--- config.mk ---
export PLATFORM = sky130hd
export DESIGN_NAME = acc_alu_unit
export DESIGN_NICKNAME = d
export VERILOG_FILES = /design/src/rtl/acc_alu_pkg.sv /design/src/rtl/acc_alu_core.sv /design/src/rtl/acc_flag_reg.sv /design/src/rtl/acc_alu_unit.sv
export SDC_FILE = /design/constraint.sdc
export NUM_CORES = 1
export LEC_CHECK = 0
export ABC_AREA = 1
export BUFFER_PORTS_ARGS = -buffer_cell sky130_fd_sc_hd__buf_2
export CAP_MARGIN = 5
export CORE_ASPECT_RATIO = 1.25
export CORE_MARGIN = 2
export CORE_UTILIZATION = 62
export DETAILED_ROUTE_END_ITERATION = 6
export PLACE_DENSITY = 0.91
export SYNTH_ARGS = -nofsm -noshare
export SYNTH_HDL_FRONTEND = slang
export SYNTH_SLANG_ARGS = --single-unit
--- constraint.sdc ---
create_clock -name clk -period 5.8 [get_ports clk]
set_clock_uncertainty 0.2 [all_clocks]
set_input_delay 0.58 -clock clk [delete_from_list [all_inputs] [get_ports clk]]
set_output_delay 0.58 -clock clk [all_outputs]
set_load 0.01 [all_outputs]
--- src/rtl/acc_alu_pkg.sv ---
// Package: operation codes and flag bit positions shared by the ALU unit.
// Assumes the data width is at least 8 bits so that every flag position exists.
package acc_alu_pkg;
    typedef enum logic [3:0] {
        OP_ADD = 4'd0,
        OP_ADC = 4'd1,
        OP_SUB = 4'd2,
        OP_SBC = 4'd3,
        OP_AND = 4'd4,
        OP_OR  = 4'd5,
        OP_XOR = 4'd6,
        OP_INC = 4'd7,
        OP_DEC = 4'd8,
        OP_CP  = 4'd9,
        OP_CPL = 4'd10,
        OP_NEG = 4'd11
    } alu_op_e;

    localparam logic [3:0] OP_LAST = 4'd11;  // highest code that does anything
    localparam int FLG_C = 0;
    localparam int FLG_E = 1;
    localparam int FLG_Z = 6;
endpackage

--- src/rtl/acc_alu_core.sv ---
// Combinational datapath. From the op code, accumulator, operand and carry-in it
// computes the result, the carry/borrow out and which state to write.
// Assumes op codes above OP_LAST are no-ops.
module acc_alu_core
    import acc_alu_pkg::*;
#(
    parameter int DATA_W = 16
) (
    input  logic [3:0]        op,
    input  logic [DATA_W-1:0] a,
    input  logic [DATA_W-1:0] b,
    input  logic              cin,
    output logic [DATA_W-1:0] res,
    output logic              cout,
    output logic              wr_acc,
    output logic              wr_flags,
    output logic              wr_carry
);
    localparam logic [DATA_W:0] ONE_W  = (DATA_W+1)'(1);
    localparam logic [DATA_W:0] ZERO_W = '0;

    logic [DATA_W:0] wide;
    logic [DATA_W:0] a_w;
    logic [DATA_W:0] b_w;
    logic [DATA_W:0] c_w;

    assign a_w = {1'b0, a};
    assign b_w = {1'b0, b};
    assign c_w = {{DATA_W{1'b0}}, cin};

    // Result with one extra bit; the top bit is carry on add, borrow on subtract.
    always_comb begin
        case (op)
            OP_ADD:        wide = a_w + b_w;
            OP_ADC:        wide = a_w + b_w + c_w;
            OP_SUB, OP_CP: wide = a_w - b_w;
            OP_SBC:        wide = a_w - b_w - c_w;
            OP_AND:        wide = {1'b0, a & b};
            OP_OR:         wide = {1'b0, a | b};
            OP_XOR:        wide = {1'b0, a ^ b};
            OP_INC:        wide = a_w + ONE_W;
            OP_DEC:        wide = a_w - ONE_W;
            OP_CPL:        wide = {1'b0, ~a};
            OP_NEG:        wide = ZERO_W - a_w;
            default:       wide = a_w;
        endcase
    end

    assign res  = wide[DATA_W-1:0];
    assign cout = wide[DATA_W];

    // Write enables: CP touches only the flags; INC/DEC keep carry.
    always_comb begin
        wr_flags = (op <= OP_LAST);
        wr_acc   = wr_flags && (op != OP_CP);
        wr_carry = wr_flags && (op != OP_INC) && (op != OP_DEC);
    end
endmodule

--- src/rtl/acc_flag_reg.sv ---
// Flag word register: sign, zero, carry and the event flag. Unused bits are zero.
// Assumes the event tick and clear strobes are synchronous to clk.
module acc_flag_reg
    import acc_alu_pkg::*;
#(
    parameter int DATA_W = 16
) (
    input  logic              clk,
    input  logic              rst_n,
    input  logic              upd_sz,
    input  logic              upd_c,
    input  logic              s_in,
    input  logic              z_in,
    input  logic              c_in,
    input  logic              tick,
    input  logic              eclr,
    output logic [DATA_W-1:0] flags
);
    localparam int SIGN_POS = DATA_W - 1;

    logic s_q, z_q, c_q, e_q;

    // Sign and zero follow every flag-updating operation.
    always_ff @(posedge clk) begin
        if (!rst_n) begin
            s_q <= 1'b0;
            z_q <= 1'b0;
        end else if (upd_sz) begin
            s_q <= s_in;
            z_q <= z_in;
        end
    end

    // Carry updates only when the operation owns it.
    always_ff @(posedge clk) begin
        if (!rst_n)     c_q <= 1'b0;
        else if (upd_c) c_q <= c_in;
    end

    // Event flag: the tick takes priority over the clear.
    always_ff @(posedge clk) begin
        if (!rst_n)    e_q <= 1'b0;
        else if (tick) e_q <= 1'b1;
        else if (eclr) e_q <= 1'b0;
    end

    // Place each flag at its bit position; all other bits stay zero.
    always_comb begin
        flags           = '0;
        flags[SIGN_POS] = s_q;
        flags[FLG_Z]    = z_q;
        flags[FLG_E]    = e_q;
        flags[FLG_C]    = c_q;
    end
endmodule

--- src/rtl/acc_alu_unit.sv ---
// Top: accumulator register, ALU datapath and flag register.
// Assumes a single clock and the synchronous active-low reset.
module acc_alu_unit
    import acc_alu_pkg::*;
#(
    parameter int DATA_W = 16
) (
    input  logic              clk,
    input  logic              rst_n,
    input  logic              exec_i,
    input  logic [3:0]        op_i,
    input  logic [DATA_W-1:0] operand_i,
    input  logic              tick_i,
    input  logic              eclr_i,
    output logic [DATA_W-1:0] acc_o,
    output logic [DATA_W-1:0] flags_o
);
    logic [DATA_W-1:0] acc_q;
    logic [DATA_W-1:0] res;
    logic              cout, wr_acc, wr_flags, wr_carry;

    acc_alu_core #(.DATA_W(DATA_W)) u_core (
        .op       (op_i),
        .a        (acc_q),
        .b        (operand_i),
        .cin      (flags_o[FLG_C]),
        .res      (res),
        .cout     (cout),
        .wr_acc   (wr_acc),
        .wr_flags (wr_flags),
        .wr_carry (wr_carry)
    );

    acc_flag_reg #(.DATA_W(DATA_W)) u_flags (
        .clk    (clk),
        .rst_n  (rst_n),
        .upd_sz (exec_i && wr_flags),
        .upd_c  (exec_i && wr_carry),
        .s_in   (res[DATA_W-1]),
        .z_in   (res == '0),
        .c_in   (cout),
        .tick   (tick_i),
        .eclr   (eclr_i),
        .flags  (flags_o)
    );

    // Accumulator write-back on an executed operation that produces a result.
    always_ff @(posedge clk) begin
        if (!rst_n)                  acc_q <= '0;
        else if (exec_i && wr_acc)   acc_q <= res;
    end

    assign acc_o = acc_q;
endmodule

==> results of run 1 <==
[per-layer routing]
metal,vias up,GRT usage
met1,3407,0.490
met2,462,0.632
met5,-,0
met4,0,0.177
met3,80,0.0239
li1,3773,-
[sequential cells by signal, indices dropped and copies added, names as in the netlist]
name	count
acc_o	16
u_flags.c_q	1
u_flags.e_q	1
u_flags.s_q	1
u_flags.z_q	1
[cells in the final DEF (no fill, tap or decap), drive strengths merged]
master and count:
nand2 350, inv 157, nor2 157, nand3 141
ha 68, a21oi 58, o21ai 58, buf 46
nand4 28, dfxtp 20, conb 12, nor3 11
o21bai 8, a21boi 8, a211oi 6, o22ai 6
a221oi 6, nand3b 5, o211ai 5, or2 4
clkbuf 4, fa 3, xor2 3, clkinv 2
and2 2, o21a 2, o221ai 1, a21o 1
o2111ai 1, o31ai 1, o311ai 1, nor3b 1
[power groups by stage]
stage | Combinational (W) | Sequential [W] | Clock (W)
after CTS | 0.000667 | 0.000179 | 0.000160
after floorplan | 0.000520 | 0.000176 | 0
final | 0.000689 | 0.000181 | 0.000160
after global routing | 0.000764 | 0.000183 | 0.000164
after global placement | 0.000655 | 0.000182 | 0
after detailed placement | 0.000664 | 0.000183 | 0
[worst register-to-register path, stage by stage (launching register included)]
cell,delay (ns)
dfxtp_1,0.57
inv_1,0.20
ha_1,0.56
inv_1,0.22
nand3_1,0.13
nand2_1,0.12
nand2_1,0.17
nand3_1,0.13
nand2_1,0.11
nand2_1,0.07
nand2_1,0.10
nand2_1,0.10
nand2_1,0.07
nand3_1,0.07
a21oi_1,0.23
nand3_1,0.11
nor2_1,0.16
nand2_1,0.07
nor2_1,0.10
nand3_1,0.09
a21oi_1,0.13
[cell families after synthesis]
| logic type | Yosys count | share of synthesized area |
|---|---|---|
| buffers and inverters | 198 | 0.138 |
| AND/OR/NAND/NOR | 699 | 0.496 |
| adder cells (fa/ha/maj) | 71 | 0.145 |
| other | 1 | 0.000598 |
| flip-flops | 20 | 0.0639 |
| AO/OA/AOI/OAI | 162 | 0.152 |
| XOR/XNOR | 3 | 0.00539 |
[final timing paths]
kind	to	start	slack, ns
worst max register to register	u_flags.z_q	acc_o[2]	2.01
worst min-delay path	u_flags.e_q	u_flags.e_q	0.29
worst max-delay path	u_flags.z_q	op_i[2]	2.00
worst min register to register	u_flags.e_q	u_flags.e_q	0.29
[metrics by stage]
step                      utilization  hold WS [ns]  area, um2
after floorplan                     -         0.244       6310
after global placement          0.647         0.273       6440
after detailed placement        0.647         0.279       6440
after CTS                       0.656         0.292       6530
after global routing            0.656         0.327       6530
final                           0.656         0.286       6530
[final cells by class]
type,instances,area [um2]
tap,129,161
sequential,20,400
clock buffer,4,88.8
inverter,159,599
fill,1023,3420
multi-input combinational,947,5040
timing repair buffer,46,235
==> metrics.md, run 1 <==
| Metric | Value |
|---|---|
| Hold Crit Class | reg -> reg |
| Gate power share | 0.669 |
| Peak VDD IR | between 100 and 150 uV |
| Pins over their slew limit | 0 |
| Main flop type after synthesis | dfxtp_1 |
| Core area | about 10000 um2 |
| Tot GR Track Use | 0.375 |
| Levels on crit path | 22 |
| Synth cell types | between 40 and 50 |
| Max incr delay on CP | 0.43 ns |
| Worst path bufs/invs | 4 |
| DR WL met3 | 2.04 mm |
| Vias/cell | ~6 |
| Vias in the first global route | approximately 6900 |
| Dpl ws | approximately 1.8 ns |
| Ant diodes | 0 |
| Leak pwr | between 3 and 4 nW |
| Hold Buf Count CTS | 0 |
| Worst-skew pair later-pin latency | roughly 0.26 ns |
| Row count | 41 |
| Worst R2R Path Depth | 20 |
| Final net count | between 1000 and 1500 |
| Maximum fanout along the worst path | 16 |
| Setup crit end kind | flip-flop |
| RSZ-0062 raised after global routing | false |
| Fmax | 0.263 GHz |
| Final Hold Fails | 0 |
| Post-Syn Instances | about 1200 |
| Htree depth | 1 |
| First-pass GRT wire length | roughly 33 mm |
| Fin crit share | 0.655 |
| Post-synthesis sequential area ratio | 0.0639 |
| Top layer in use | met4 |
| Startpoint Class | input port |
| Layout cells sized above 1 | 0.0995 |
| Worst path cell trace | buf_2 -> inv_1 -> nand2_1 -> inv_1 -> nand2_1 -> inv_1 -> ha_1 -> a21oi_1 -> nand2_1 -> nand3_1 -> nand3_1 -> nand2_1 -> nand2_1 -> nand2_1 -> nand2_1 -> o21ai_0 -> nand3_1 -> a21oi_1 -> nand2_1 -> nor2_1 -> nand3_1 -> a21oi_1 |
| # port buffers | 44 |
| CTS Buf Count | 3 |
| Setup tns final | 0 ns |
| Die Y | around 120 um |
| Most common cell in the netlist | nand2_1 |
| Largest net degree at the start of global routing | 19 |
| CTS Root Cell | clkbuf_16 |
| Drt pass-1 iters | 5 |
| Routed WL per cell | about 16 um |
| Design Power | about 0.001 W |
| CTS sink cnt | 20 |
| Reg power frac | 0.176 |
| Final setup fails | 0 |
| Io pins | 57 |
| Crit Path Category | in -> reg |
| Area fraction of the dominant cell type after synthesis | 0.201 |
| Period minus WS final | roughly 3.8 ns |
| Met2 Wirelength | 9.14 mm |
| Post-CTS Setup Bufs | 0 |
| Hpwl dp | 16.8 mm |
| Die X | roughly 94 um |
| Global route overflow | 0 |
| Final antenna-violating net count | 0 |
| Clock-pin slew on the worst setup and hold paths | approximately 0.06 ns |
| Worst-case clock buffer depth | 2 |
| Relative slew margins | 0.181 |
| Switch Pwr | roughly 0.00057 W |
| Slowest CP cell | inv_1 |
| Yosys warning count | 0 |
| Initial core utilization | 0.630 |
| Mean Syn Cell Area | between 5 and 6 um2 |
| Mapped Area | about 6300 um2 |
| Required time worst endpoint | between 5 and 6 ns |
| Post-cts resize count | 0 |
| Final setup margin | between 2 and 2.5 ns |
| Final Wtd Congestion | around 0.99 |
| Area leader, netlist | nand2_1 |
| Switching Fraction | 0.551 |
| Synth top cells by count | 335 x nand2_1, 145 x inv_1, 139 x nor2_1 |
| WHS Path Cells | 2 |
| Status | complete, no violations |
| Non-Filler Instances | ~1300 |
| Full die area | about 11000 um2 |
| Post-Route WL | around 20 mm |
| M1 wire length | between 8 and 9 mm |
| CTS tree | done |
| Synth Register Bits | 20 |
| Detailed-route via count | just under 8000 |
| Worst path arrival time | 3.78 ns |
| FFs w/ async S/R, synth | 0 |
| Initial antenna violation count | 0 |
| Clock Power Share | 0.155 |
| Synthesis-to-layout area growth | 4.19% |
| Crit path max-delay family | simple AND/OR/NAND/NOR gates |
| CP most frequent cell | nand2_1 |
| Remaining DRCs | 0 |
| Initial detailed-routing violation count | 800 |
| Pwr/cell area | around 160 nW/um2 |
| Post-synth EDFFs | 0 |
| Synth area leaders | nand2_1 20%, ha_1 14%, nand3_1 11%, inv_1 8.7%, nor2_1 8.3% |
| Worst-Margin Slew | 1.22 ns |
| Placed insts | 1301 |
| Max Cap Viol | 0 |
| Int Power | approximately 0.00046 W |
(Power assumes the default switching activity.)
==> run 2, diff against run 1 <==
--- a/config.mk
+++ b/config.mk
@@ -10,9 +10,9 @@
 export CAP_MARGIN = 5
 export CORE_ASPECT_RATIO = 1.25
 export CORE_MARGIN = 2
-export CORE_UTILIZATION = 62
+export CORE_UTILIZATION = 57
 export DETAILED_ROUTE_END_ITERATION = 6
-export PLACE_DENSITY = 0.91
+export PLACE_DENSITY = 0.88
 export SYNTH_ARGS = -nofsm -noshare
 export SYNTH_HDL_FRONTEND = slang
 export SYNTH_SLANG_ARGS = --single-unit
==> constraint.sdc (replaced) <==
create_clock -name clk -period 3.26 [get_ports clk]
set_clock_uncertainty 0.2 [all_clocks]
set_input_delay 0.326 -clock clk [delete_from_list [all_inputs] [get_ports clk]]
set_output_delay 0.326 -clock clk [all_outputs]
set_load 0.01 [all_outputs]
==> run 2 against run 1 <==
Global-route usage decreased by 2.2 points. Clock power increased by 120%. Critical path type is now reg -> reg. Power increased by 110%. Die area increased by 8.4%. Combinational power increased by 120%. First-iteration DRC count decreased by 0.50%. Critical path depth decreased by 4. Highest routed layer unchanged. Non-clock buffer count increased by 68. Via count increased by 7.0%.
==> metrics.md, run 2 (synthesis results as in run 1) <==
| Metric | Value |
|---|---|
| Final Wtd Congestion | roughly 1.0 |
| Worst path arrival time | about 3.2 ns |
| Largest net degree at the start of global routing | 19 |
| Pwr/cell area | a little under 300 nW/um2 |
| HP Start | tick_i |
| Final Hold Fails | 0 |
| Crit path max-delay family | simple AND/OR/NAND/NOR gates |
| Core area | 10700 um2 |
| Vias in the first global route | between 7000 and 8000 |
| Most common cell after layout, fill and taps aside | nand2_1 |
| Max Cap Viol | 0 |
| RSZ-0062 raised after global routing | true |
| Final antenna-violating net count | 0 |
| Row count | 42 |
| Fin crit share | 0.990 |
| Worst path bufs/invs | 4 |
| Initial core utilization | 0.587 |
| Final net count | about 1300 |
| Hpwl dp | approximately 18 mm |
| CTS sink cnt | 20 |
| Pins over their slew limit | 0 |
| # port buffers | 44 |
| Period minus WS final | approximately 3.2 ns |
| Worst-case clock buffer depth | 2 |
| Post-Route WL | roughly 22 mm |
| Placement Cell Area | between 6000 and 7000 um2 |
| CTS tree | done |
| Fmax | a little over 0.3 GHz |
| Setup tns final | 0 ns |
| Maximum fanout along the worst path | 5 |
| Required time worst endpoint | between 3 and 4 ns |
| WHS Path Cells | 3 |
| Relative slew margins | 0.361 |
| Ant diodes | 0 |
| Crit Path Category | reg -> reg |
| Hold WS | between 0.07 and 0.08 ns |
| Detailed-route via count | ~8300 |
| Full die area | 11900 um2 |
| R2R Path End | acc_o[14] |
| Max reg flops | 16 |
| Die X | 97.8 um |
| Worst R2R Setup Slack | 0.03 ns |
| Fin area | 7470 um2 |
| Htree depth | 1 |
| Status | complete, no violations |
| First-pass GRT wire length | 34.2 mm |
| Tot GR Track Use | 0.354 |
| Remaining DRCs | 0 |
| Startpoint Class | flip-flop |
| Peak VDD IR | 265 uV |
| Setup crit end kind | flip-flop |
| CTS Root Cell | clkbuf_16 |
| CP most frequent cell | nand3_1 |
| Slowest CP cell | fa_2 |
| Io pins | 57 |
| Worst-skew pair later-pin latency | approximately 0.26 ns |
| Synthesis-to-layout area growth | 19.2% |
| R2R Path Start | acc_o[0] |
| Worst R2R Path Depth | 18 |
| Highest-count cells in the layout ignoring fill and taps | 326 x nand2_1, 140 x inv_1, 130 x nor2_1 |
| Initial detailed-routing violation count | 796 |
| Routed WL per cell | around 16 um |
| Global route overflow | 0 |
| Initial antenna violation count | 0 |
| Hold Crit Class | in -> reg |
| Layout cells sized above 1 | 0.207 |
| Vias/cell | between 6 and 7 |
| Die Y | ~120 um |
| Final setup fails | 0 |
| CTS Buf Count | 3 |
| Hold Path End | u_flags.e_q |
| Design Power | approximately 0.0022 W |
| Worst-Margin Slew | between 0.9 and 1 ns |
| Leak pwr | around 3.9 nW |
| Clock-pin slew on the worst setup and hold paths | roughly 0.060 ns |
| Hold Buf Count CTS | 0 |
| Worst path cell trace | inv_4 -> ha_4 -> fa_2 -> ha_2 -> inv_1 -> nor2_2 -> nand3_2 -> nor2_4 -> nand3_2 -> nor2_4 -> nand3_1 -> o21bai_1 -> nand3_1 -> nand3_1 -> nor2_1 -> buf_4 -> buf_4 -> a21oi_1 |
| Max incr delay on CP | around 0.56 ns |
| Drt pass-1 iters | 7 |
| Fillers | 918 |
run 2: cell types whose count changed in the layout (fill, tap and decap cells not counted), moves of 6 or more:
cell	previous run	this run
nand3_1	132	114
nand2_1	335	326
nor2_4	8	14
buf_4	2	69
ha_4	0	7
ha_1	68	52
nand2_2	15	22
nand3_2	9	24
ha_2	0	9
nor2_1	139	130
run 2: worst max-delay path by stage:
stage | from | end | slack (ns) | cells past startpoint
floorplan | acc_o[0] | u_flags.z_q | 0.12 | 18
global placement | operand_i[0] | u_flags.z_q | 0.01 | 20
detailed placement | op_i[2] | u_flags.z_q | -0.04 | 21
CTS | acc_o[0] | u_flags.z_q | 0.004 | 18
global route | acc_o[0] | u_flags.z_q | -0.09 | 20
finish | acc_o[0] | acc_o[14] | 0.03 | 18
run 2: layer usage:
layer  up-vias  wire, um  global-route usage
li1       3924         -                   -
met1      3644      8650               0.447
met2       569     10000               0.598
met3       126      2320              0.0351
met4         0      1330               0.181
met5         -         0                   0
run 2: layout make-up:
| class | count | area (um2) | area share |
|---|---|---|---|
| multi-input cells | 947 | 5440 | 0.728 |
| repair buffers | 114 | 749 | 0.100 |
| inverters | 159 | 606 | 0.0811 |
| flip-flops and latches | 20 | 408 | 0.0546 |
| well taps | 132 | 165 | 0.0221 |
| clock buffers | 3 | 75.1 | 0.0101 |
| clock inverters | 1 | 30.0 | 0.00402 |
run 2: through the flow:
stage,setup WS (ns),utilization,instances
final,0.0325,0.700,1376
after detailed placement,-0.0411,0.644,1360
after CTS,0.00425,0.655,1364
after floorplan,0.121,-,1165
after global routing,-0.0851,0.700,1376
after global placement,0.0114,0.644,1360
run 2: worst register-to-register path, cell delays in order (launching register included):
cell and delay (ns):
dfxtp_4 0.37, inv_4 0.05, ha_4 0.16, fa_2 0.56, ha_2 0.18, inv_1 0.05
nor2_2 0.11, nand3_2 0.13, nor2_4 0.15, nand3_2 0.11, nor2_4 0.18, nand3_1 0.13
o21bai_1 0.15, nand3_1 0.12, nand3_1 0.09, nor2_1 0.06, buf_4 0.13, buf_4 0.12
a21oi_1 0.11
run 2: timing repair:
item	4_1_cts	5_1_grt
buffers inserted	0	12
endpoints found under the setup margin	3	9
resized for setup	6	91
pin swaps	2	37
run 2: power breakdown:
part | switching, W | leakage [nW] | internal (W)
sequential | 0.0000180 | 0.166 | 0.000266
clock | 0.000101 | 0.0511 | 0.000244
combinational | 0.00101 | 3.69 | 0.000525
total | 0.00113 | 3.91 | 0.00104
